`config.mk`:
```
export PLATFORM = sky130hd
export DESIGN_NAME = capTimer
export DESIGN_NICKNAME = d
export VERILOG_FILES = /design/src/rtl/capTimerPkg.sv /design/src/rtl/capFilter.sv /design/src/rtl/capTimerCtrl.sv /design/src/rtl/capTimerDatapath.sv /design/src/rtl/capTimer.sv
export SDC_FILE = /design/constraint.sdc
export NUM_CORES = 1
export LEC_CHECK = 0
export CORE_MARGIN = 2
export CORE_UTILIZATION = 49
export CTS_CLUSTER_SIZE = 12
export DETAILED_ROUTE_END_ITERATION = 12
export PLACE_DENSITY = 0.76
export SLEW_MARGIN = 20
export SYNTH_ARGS = -nofsm -noshare
export SYNTH_HDL_FRONTEND = slang
export SYNTH_HIERARCHICAL = 1
export SYNTH_SLANG_ARGS = --single-unit
```
`constraint.sdc`:
```
create_clock -name clk -period 2.1 [get_ports clk]
set_input_delay 0.42 -clock clk [delete_from_list [all_inputs] [get_ports clk]]
set_output_delay 0.42 -clock clk [all_outputs]
set_load 0.02 [all_outputs]
```
`src/rtl/capTimerPkg.sv`:
```
package capTimerPkg;
  localparam int ADDR_W     = 3;
  localparam int CLK_SEL_W  = 2;
  localparam int NUM_CLK    = 1 << CLK_SEL_W;

  localparam logic [ADDR_W-1:0] ADDR_MODE = 3'd0;
  localparam logic [ADDR_W-1:0] ADDR_CNT  = 3'd1;
  localparam logic [ADDR_W-1:0] ADDR_RCAP = 3'd2;
  localparam logic [ADDR_W-1:0] ADDR_FCAP = 3'd3;
  localparam logic [ADDR_W-1:0] ADDR_FLAG = 3'd4;

  localparam int FLAG_OVFH = 0;
  localparam int FLAG_OVFL = 1;
  localparam int FLAG_REQ  = 2;

  typedef struct packed {
    logic                 irqEn;
    logic                 capEn;
    logic                 ovfIe;
    logic [1:0]           clrMode;
    logic [CLK_SEL_W-1:0] clkSel;
    logic                 edgeRise;
  } modeT;

  typedef struct packed {
    logic cntInc;
    logic cntClr;
    logic capRise;
    logic capFall;
    logic setOvfH;
    logic setOvfL;
    logic setReq;
  } strobeT;
endpackage

```
`src/rtl/capFilter.sv`:
```
module capFilter #(
  parameter int FILT_LEN = 4
) (
  input  logic clk,
  input  logic rstN,
  input  logic rawIn,
  input  logic sampleTick,
  output logic lvl,
  output logic flip
);
  localparam int RUN_W = $clog2(FILT_LEN);
  localparam logic [RUN_W-1:0] RUN_LAST = RUN_W'(FILT_LEN - 1);

  logic [1:0]       syncQ;
  logic [RUN_W-1:0] run;
  logic             differ;

  assign differ = syncQ[1] ^ lvl;
  assign flip   = sampleTick & differ & (run == RUN_LAST);

  always_ff @(posedge clk or negedge rstN) begin
    if (!rstN) begin
      syncQ <= '0;
      run   <= '0;
      lvl   <= 1'b0;
    end else begin
      syncQ <= {syncQ[0], rawIn};
      if (sampleTick) begin
        if (!differ) begin
          run <= '0;
        end else if (flip) begin
          lvl <= ~lvl;
          run <= '0;
        end else begin
          run <= run + 1'b1;
        end
      end
    end
  end
endmodule

```
`src/rtl/capTimerCtrl.sv`:
```
module capTimerCtrl
  import capTimerPkg::*;
(
  input  modeT               mode,
  input  logic [NUM_CLK-1:0] tickEn,
  input  logic               lvl,
  input  logic               flip,
  input  logic               cntMax,
  input  logic               cpuCntWr,
  output strobeT             stb
);
  logic tick, rise, fall, clr, wrap, lvlEff;

  always_comb begin
    tick   = tickEn[mode.clkSel];
    rise   = flip & ~lvl & mode.capEn;
    fall   = flip &  lvl & mode.capEn;
    clr    = (rise & mode.clrMode[0]) | (fall & mode.clrMode[1]);
    wrap   = tick & cntMax & ~clr & ~cpuCntWr;
    lvlEff = lvl & mode.capEn;

    stb.cntInc  = tick & ~clr;
    stb.cntClr  = clr;
    stb.capRise = rise;
    stb.capFall = fall;
    stb.setOvfH = wrap & lvlEff;
    stb.setOvfL = wrap & ~lvlEff;
    stb.setReq  = (rise & mode.edgeRise) | (fall & ~mode.edgeRise) | (wrap & mode.ovfIe);
  end
endmodule

```
`src/rtl/capTimerDatapath.sv`:
```
module capTimerDatapath
  import capTimerPkg::*;
#(
  parameter int CNT_W = 8
) (
  input  logic              clk,
  input  logic              rstN,
  input  strobeT            stb,
  input  logic [ADDR_W-1:0] regAddr,
  input  logic              regWr,
  input  logic [CNT_W-1:0]  regWdata,
  output logic [CNT_W-1:0]  regRdata,
  output modeT              mode,
  output logic [CNT_W-1:0]  cnt,
  output logic [CNT_W-1:0]  riseCap,
  output logic [CNT_W-1:0]  fallCap,
  output logic              ovfH,
  output logic              ovfL,
  output logic              req,
  output logic              cntMax,
  output logic              cpuCntWr
);
  logic modeWr, flagWr;

  assign modeWr   = regWr && (regAddr == ADDR_MODE);
  assign flagWr   = regWr && (regAddr == ADDR_FLAG);
  assign cpuCntWr = regWr && (regAddr == ADDR_CNT);
  assign cntMax   = &cnt;

  always_ff @(posedge clk or negedge rstN) begin
    if (!rstN) begin
      mode    <= '0;
      cnt     <= '0;
      riseCap <= '0;
      fallCap <= '0;
      ovfH    <= 1'b0;
      ovfL    <= 1'b0;
      req     <= 1'b0;
    end else begin
      if (modeWr) mode <= modeT'(regWdata[7:0]);
      if (cpuCntWr)        cnt <= regWdata;
      else if (stb.cntClr) cnt <= '0;
      else if (stb.cntInc) cnt <= cnt + 1'b1;
      if (stb.capRise) riseCap <= cnt;
      if (stb.capFall) fallCap <= cnt;
      ovfH <= (ovfH & ~(flagWr & ~regWdata[FLAG_OVFH])) | stb.setOvfH;
      ovfL <= (ovfL & ~(flagWr & ~regWdata[FLAG_OVFL])) | stb.setOvfL;
      req  <= (req  & ~(flagWr & ~regWdata[FLAG_REQ]))  | stb.setReq;
    end
  end

  always_comb begin
    regRdata = '0;
    case (regAddr)
      ADDR_MODE: regRdata[7:0] = mode;
      ADDR_CNT:  regRdata = cnt;
      ADDR_RCAP: regRdata = riseCap;
      ADDR_FCAP: regRdata = fallCap;
      ADDR_FLAG: begin
        regRdata[FLAG_OVFH] = ovfH;
        regRdata[FLAG_OVFL] = ovfL;
        regRdata[FLAG_REQ]  = req;
      end
      default: regRdata = '0;
    endcase
  end
endmodule

```
`src/rtl/capTimer.sv`:
```
module capTimer
  import capTimerPkg::*;
#(
  parameter int CNT_W    = 8,
  parameter int FILT_LEN = 4
) (
  input  logic               clk,
  input  logic               rstN,
  input  logic               rawIn,
  input  logic               sampleTick,
  input  logic [NUM_CLK-1:0] tickEn,
  input  logic [ADDR_W-1:0]  regAddr,
  input  logic               regWr,
  input  logic [CNT_W-1:0]   regWdata,
  output logic [CNT_W-1:0]   regRdata,
  output logic               irq
);
  modeT             mode;
  strobeT           stb;
  logic [CNT_W-1:0] cnt, riseCap, fallCap;
  logic             ovfH, ovfL, req, cntMax, cpuCntWr;
  logic             lvl, flip;

  capFilter #(.FILT_LEN(FILT_LEN)) u_filt (
    .clk(clk), .rstN(rstN), .rawIn(rawIn), .sampleTick(sampleTick),
    .lvl(lvl), .flip(flip)
  );

  capTimerCtrl u_ctrl (
    .mode(mode), .tickEn(tickEn), .lvl(lvl), .flip(flip),
    .cntMax(cntMax), .cpuCntWr(cpuCntWr), .stb(stb)
  );

  capTimerDatapath #(.CNT_W(CNT_W)) u_dp (
    .clk(clk), .rstN(rstN), .stb(stb), .regAddr(regAddr), .regWr(regWr),
    .regWdata(regWdata), .regRdata(regRdata), .mode(mode), .cnt(cnt),
    .riseCap(riseCap), .fallCap(fallCap), .ovfH(ovfH), .ovfL(ovfL),
    .req(req), .cntMax(cntMax), .cpuCntWr(cpuCntWr)
  );

  assign irq = req & mode.irqEn;
endmodule

```
# Word level (Yosys, flattened, before mapping)
# Cells that the tools add are included.
# totals
mem_count	0
mem_bits_rw	0
latchBits	0
out_inout_bits	9
inputBits	20
elab_cells	82
regBits	40
mem_bits_ro	0
# classes
n_eq_ne	5
reduce_logical	7
shifts	0
n_lt_le_gt_ge	1
div	0
bitwise	43
addsub	2
n_mul	0
n_mux	9
# op_table
operator	count
$and A1 B1 Y1	25
$mux W8	3
$pmux W5 S4	1
$pmux W3 S5	1
$not A1 Y1	11
$add A8 B1 Y8 const B	1
$reduce_and A8 Y1	1
$eq A3 B2 Y1 const B	2
$or A1 B1 Y1	6
$mux W2	2
$eq A3 B1 Y1 const B	1
$eq A3 B3 Y1 const B	1
$logic_and A1 B1 Y1	3
$logic_not A3 Y1	1
$lt A2 B3 Y1 const B	1
$reduce_and A3 Y1	1
$reduce_bool A3 Y1	1
$add A2 B1 Y2 const B	1
$bmux W1 S2	1
$eq A2 B2 Y1 const B	1
$mux W1	1
$xor A1 B1 Y1	1

# Longest topological paths before layout
# logic_depth
depth_word	13
mapped_depth	10
ltp_nobuf	9

# Modules after synthesis
# The synthesis kept the hierarchy.
# modules_own_cells
module	area_each_um2	cells_each	instances
capTimerDatapath	1825.5	147	1
capFilter	197.7	16	1
capTimerCtrl	136.4	18	1
capTimer	6.3	1	1

# Least setup slack after synthesis
# No wires, ideal clock.
# synth_timing
path_type	register -> register
startpoint	register u_filt.lvl
endpoint	register u_dp.cnt[7]
period_less_slack_ns	1.998
path_slack_ns	0.102
setup_ns	0.069
path_buffers	1
stages_incl_launch_ff	10
t_arrival_ns	1.929
cell_sequence	dfrtp_1 > xnor2_1 > nor2_1 > nand2_1 > o21ai_2 > inv_1 > buf_2 > nand4_1 > or4b_1 > nand3_1
# synth_rtl
element	line	text
start, declared	capFilter.sv:8	output logic lvl,
start signal, assigned	capFilter.sv:32	lvl <= ~lvl;
end signal, assigned	capTimerDatapath.sv:41	if (cpuCntWr) cnt <= regWdata;
end signal, assigned	capTimerDatapath.sv:43	else if (stb.cntInc) cnt <= cnt + 1'b1;
end, declared	capTimerDatapath.sv:14	output logic [CNT_W-1:0] cnt,

# Final worst setup path
# layout_timing
startpoint	input regAddr[0]
endpoint	output regRdata[1]
# layout_between
elab_chain_len	2
word_cells_on_any_way	6
# layout_rtl
element	line	text
start, declared	capTimer.sv:12	input logic [ADDR_W-1:0] regAddr,
$eq A3 B3 Y1, or another cell as far along	capTimerDatapath.sv:54	case (regAddr)
$pmux W3 S5 *	capTimerDatapath.sv:54	
end, declared	capTimer.sv:15	output logic [CNT_W-1:0] regRdata,
# Mark *: on every way between the ends. The rest lies on a longest branch, timed or not.

==> metrics list <==
- The flow ran to the end, and the final reports show no timing, DRC or antenna violations.
- At the end of the flow, the number of nets in the layout was 261.
* TritonCTS clock tree: done
* Height of the chip: 70.49 um
- Routability congestion estimate: 0.8333
* Most frequent standard cell in the layout excluding fill and tap cells: dfrtp_1
- After the first detailed-routing iteration, the DRC count stood at 137.
- Counting every sink on the clock net gives 40.
* Post-Route Skew: 0.009305 ns
* Starting density of the core: 50.44%
- Dividing the detail-routed via count by the number of cells gives 5.771.
- After detailed routing, the total wire length is 5093 um.
- Start-to-end type of the worst setup path: in -> out
- Worst reg2reg path startpoint: u_filt/lvl$_DFFE_PN0P_
* Die footprint: 0.004968 mm2
- Clock network latency to the later pin of the worst-skew pair: 0.29 ns
- Cell row count: 24
- Entering global routing, the biggest net connects 41 pins.
* Max Transition Viols Final: 0
* Startpoint type of the worst setup path: input port
- Timing would allow up to 0.4907 GHz.
* Setup slack of the most critical reg-to-reg path: 0.14 ns
- In this run, synthesis inferred 0 flip-flops with an integrated enable.
- Worst hold slack across all endpoints: 0.1791 ns
* Final global-route overflow total: 0
- Worst voltage drop across the vdd grid: 0.0005994 V
- The floorplan step set the die width to 70.49 um.
* Distinct cells, synth: 37
* Power per Cell Area: 990.2 mW/mm2
- Post-route DRC violation count: 0
- Along the worst path, the maximum fanout reaches 5.
* Critical Path RT: 1.68 ns
- In this run the critical register-to-register path is captured at u_dp/cnt[6]$_DFFE_PN0P_.
- Bufs on Longest Clock Path: 2
* Number of H-tree branching levels: 2
- The library cells used most frequently in the layout, excluding fill and tap cells, are 40 x dfrtp_1, 34 x buf_4, 27 x mux2_2.
* Share of post-route cells with drive strength above 1: 37.50%
- The detail route stage leaves a number of antenna-violating nets equal to 0.
- During synthesis, Yosys emitted a total of 6 warnings.
* Routed length per instance: 17.44 um
- STA puts the critical path data arrival time at 1.62 ns.
- Antenna violations before repair: 0
- Transition time at the pin with the least slew margin: 0.5036 ns
- Post-synthesis cell area: 0.002166 mm2
* Final Critical Period: 2.038 ns
- Counting flops with an async set or reset pin after synthesis yields a share of 100.0%.
- For this run, the leading register cell type out of synthesis is dfrtp_1.
- The first detailed-routing pass ran for 4 iterations.
- After technology mapping, the gate count stands at 182.
* Synthesized area per cell: 11.90 um2
- Hold crit path type: in -> async
- STA classifies the critical path endpoint as an output port.
- Portion of the clock cycle consumed by the worst path in the final layout: 97.05%
* Post-synth net total: 204
- Setup violations remaining at the end of the flow were counted as 0.
- The number of global-route vias before repair was 1,733.
- The number of antenna diodes in the final layout is 0.
- Final Hold Fails: 0
- Number of I/O port buffers: 28
- TritonCTS created 5 clock buffers.
* CTS clock-pin slew for the worst setup and hold paths: 0.08 ns
- Buffer cell driving the clock tree root: clkbuf_8
- For the worst flop-to-flop path, the logic depth is 9.
- Register bit total from synthesis: 40
- From synthesis to final layout, the design area changed by 31.14%.
* Number of hold-repair buffers added at the cts stage: 0
- RSZ-0062 raised after global routing: yes
* Global-route wire length before repair: 8576 um
- Number of filler instances in the final layout: 323
- Static Leak: 0.001280 uW
* Sum of net half-perimeters after detailed placement: 3886 um
* Post-synthesis sequential area ratio: 46.22%
- The total area inside the core boundary comes to 0.004294 mm2.
* Number of ports placed on the die boundary: 29
- Design Power: 2812 uW
- For this block, the via count after detailed routing is 1,685.
* Normalized max-slew margin: 66.42%
* Overall routing resource usage: 22.72%
* Number of max-cap violations: 0
## registers in the layout, indices dropped and copies added, names as in the netlist
signal,count
u_dp/cnt,8
u_dp/fallCap,8
u_dp/mode,8
u_dp/riseCap,8
u_filt/run,2
u_filt/syncQ,2
u_dp/ovfH,1
u_dp/ovfL,1
u_dp/req,1
u_filt/lvl,1
## area by class of cell
type	instances	area [um2]	area share, %
Timing Repair Buffer	64	576.8	20.31
Tap cell	52	65.06	2.291
Sequential cell	40	1001	35.24
Clock buffer	6	72.57	2.555
Multi-Input combinational cell	122	1067	37.58
Inverter	6	22.52	0.7930
Clock inverter	2	35.03	1.233
## report_power, final
group / leakage, uW / total (uW) / switching (uW) / internal (uW)
sequential: 0.000518 / 1160 / 164 / 992
clock: 0.0000552 / 608 / 255 / 353
combinational: 0.000707 / 1050 / 472 / 576
total: 0.00128 / 2810 / 891 / 1920
## cells in the mapped netlist, types with 4 or more instances
cell	instances	area share, %
mux2_2	27	14
nor2_1	9	1.6
buf_4	4	1.4
mux4_2	6	6.2
nor2b_1	6	1.7
dfrtp_1	40	46
nand2_1	12	2.1
a22oi_1	4	1.4
xnor2_1	6	2.4
inv_1	5	0.87
o22ai_1	5	1.4
nand3_1	7	1.6
buf_2	6	1.4
clkbuf_1	4	0.69
nand2b_1	4	1.2
## worst max-delay path: stages
cell and delay [ns]:
buf_2 0.14, bufbuf_16 0.27, mux2_2 0.32, a22oi_1 0.19, o22ai_1 0.11, buf_2 0.17
## what timing repair did
item / 4_1_cts / 5_1_grt
gates resized for setup: 29 / 1
cloned: 1 / 0
setup endpoints to repair: 8 / 3
setup buffers: 0 / 1
pin swaps: 0 / 1
## per-layer routing
| layer | up-vias | GRT usage [%] | part of all wire, % | routed length [um] |
|---|---|---|---|---|
| li1 | 778 | - | - | - |
| met1 | 848 | 27.99 | 42 | 2114 |
| met2 | 47 | 39.41 | 52 | 2641 |
| met3 | 12 | 4.329 | 3.7 | 189 |
| met4 | 0 | 8.333 | 2.9 | 148 |
| met5 | - | 0 | 0 | 0 |
## per-stage QoR
stage / instance area (um2) / TNS, ns / setup WS (ns) / std cells / utilization, %
2_1_floorplan: 2166 / 0 / 0.1020 / 182 / -
5_1_grt: 2840 / -0.004279 / -0.004279 / 292 / 66.14
3_5_place_dp: 2699 / -5.704 / -0.5950 / 282 / 62.85
6_report: 2840 / 0 / 0.06197 / 292 / 66.14
3_3_place_gp: 2699 / -4.881 / -0.5639 / 282 / 62.85
4_1_cts: 2833 / 0 / 0.04851 / 291 / 65.97
## worst max path at each step
stage,startpoint,end,slack [ns]
2_1_floorplan,u_filt/lvl$_DFFE_PN0P_,u_dp/cnt[7]$_DFFE_PN0P_,0.10
3_3_place_gp,regAddr[0],regRdata[6],-0.56
3_5_place_dp,regAddr[0],regRdata[1],-0.60
4_1_cts,regAddr[0],regRdata[1],0.05
5_1_grt,regAddr[0],regRdata[1],-0.004
6_report,regAddr[0],regRdata[1],0.06
## kinds of logic (layout without fill, tap and decap cells)
family / Yosys count / after routing / synth area share [%]
compound gates: 24 / 24 / 8.492
xor+xnor: 6 / 6 / 2.426
fa+ha+maj: 2 / 2 / 1.155
buf+inv: 20 / 78 / 4.506
flops: 40 / 40 / 46.22
mux: 36 / 36 / 21.66
simple gates: 54 / 54 / 15.54
(Power assumes the default switching activity.)
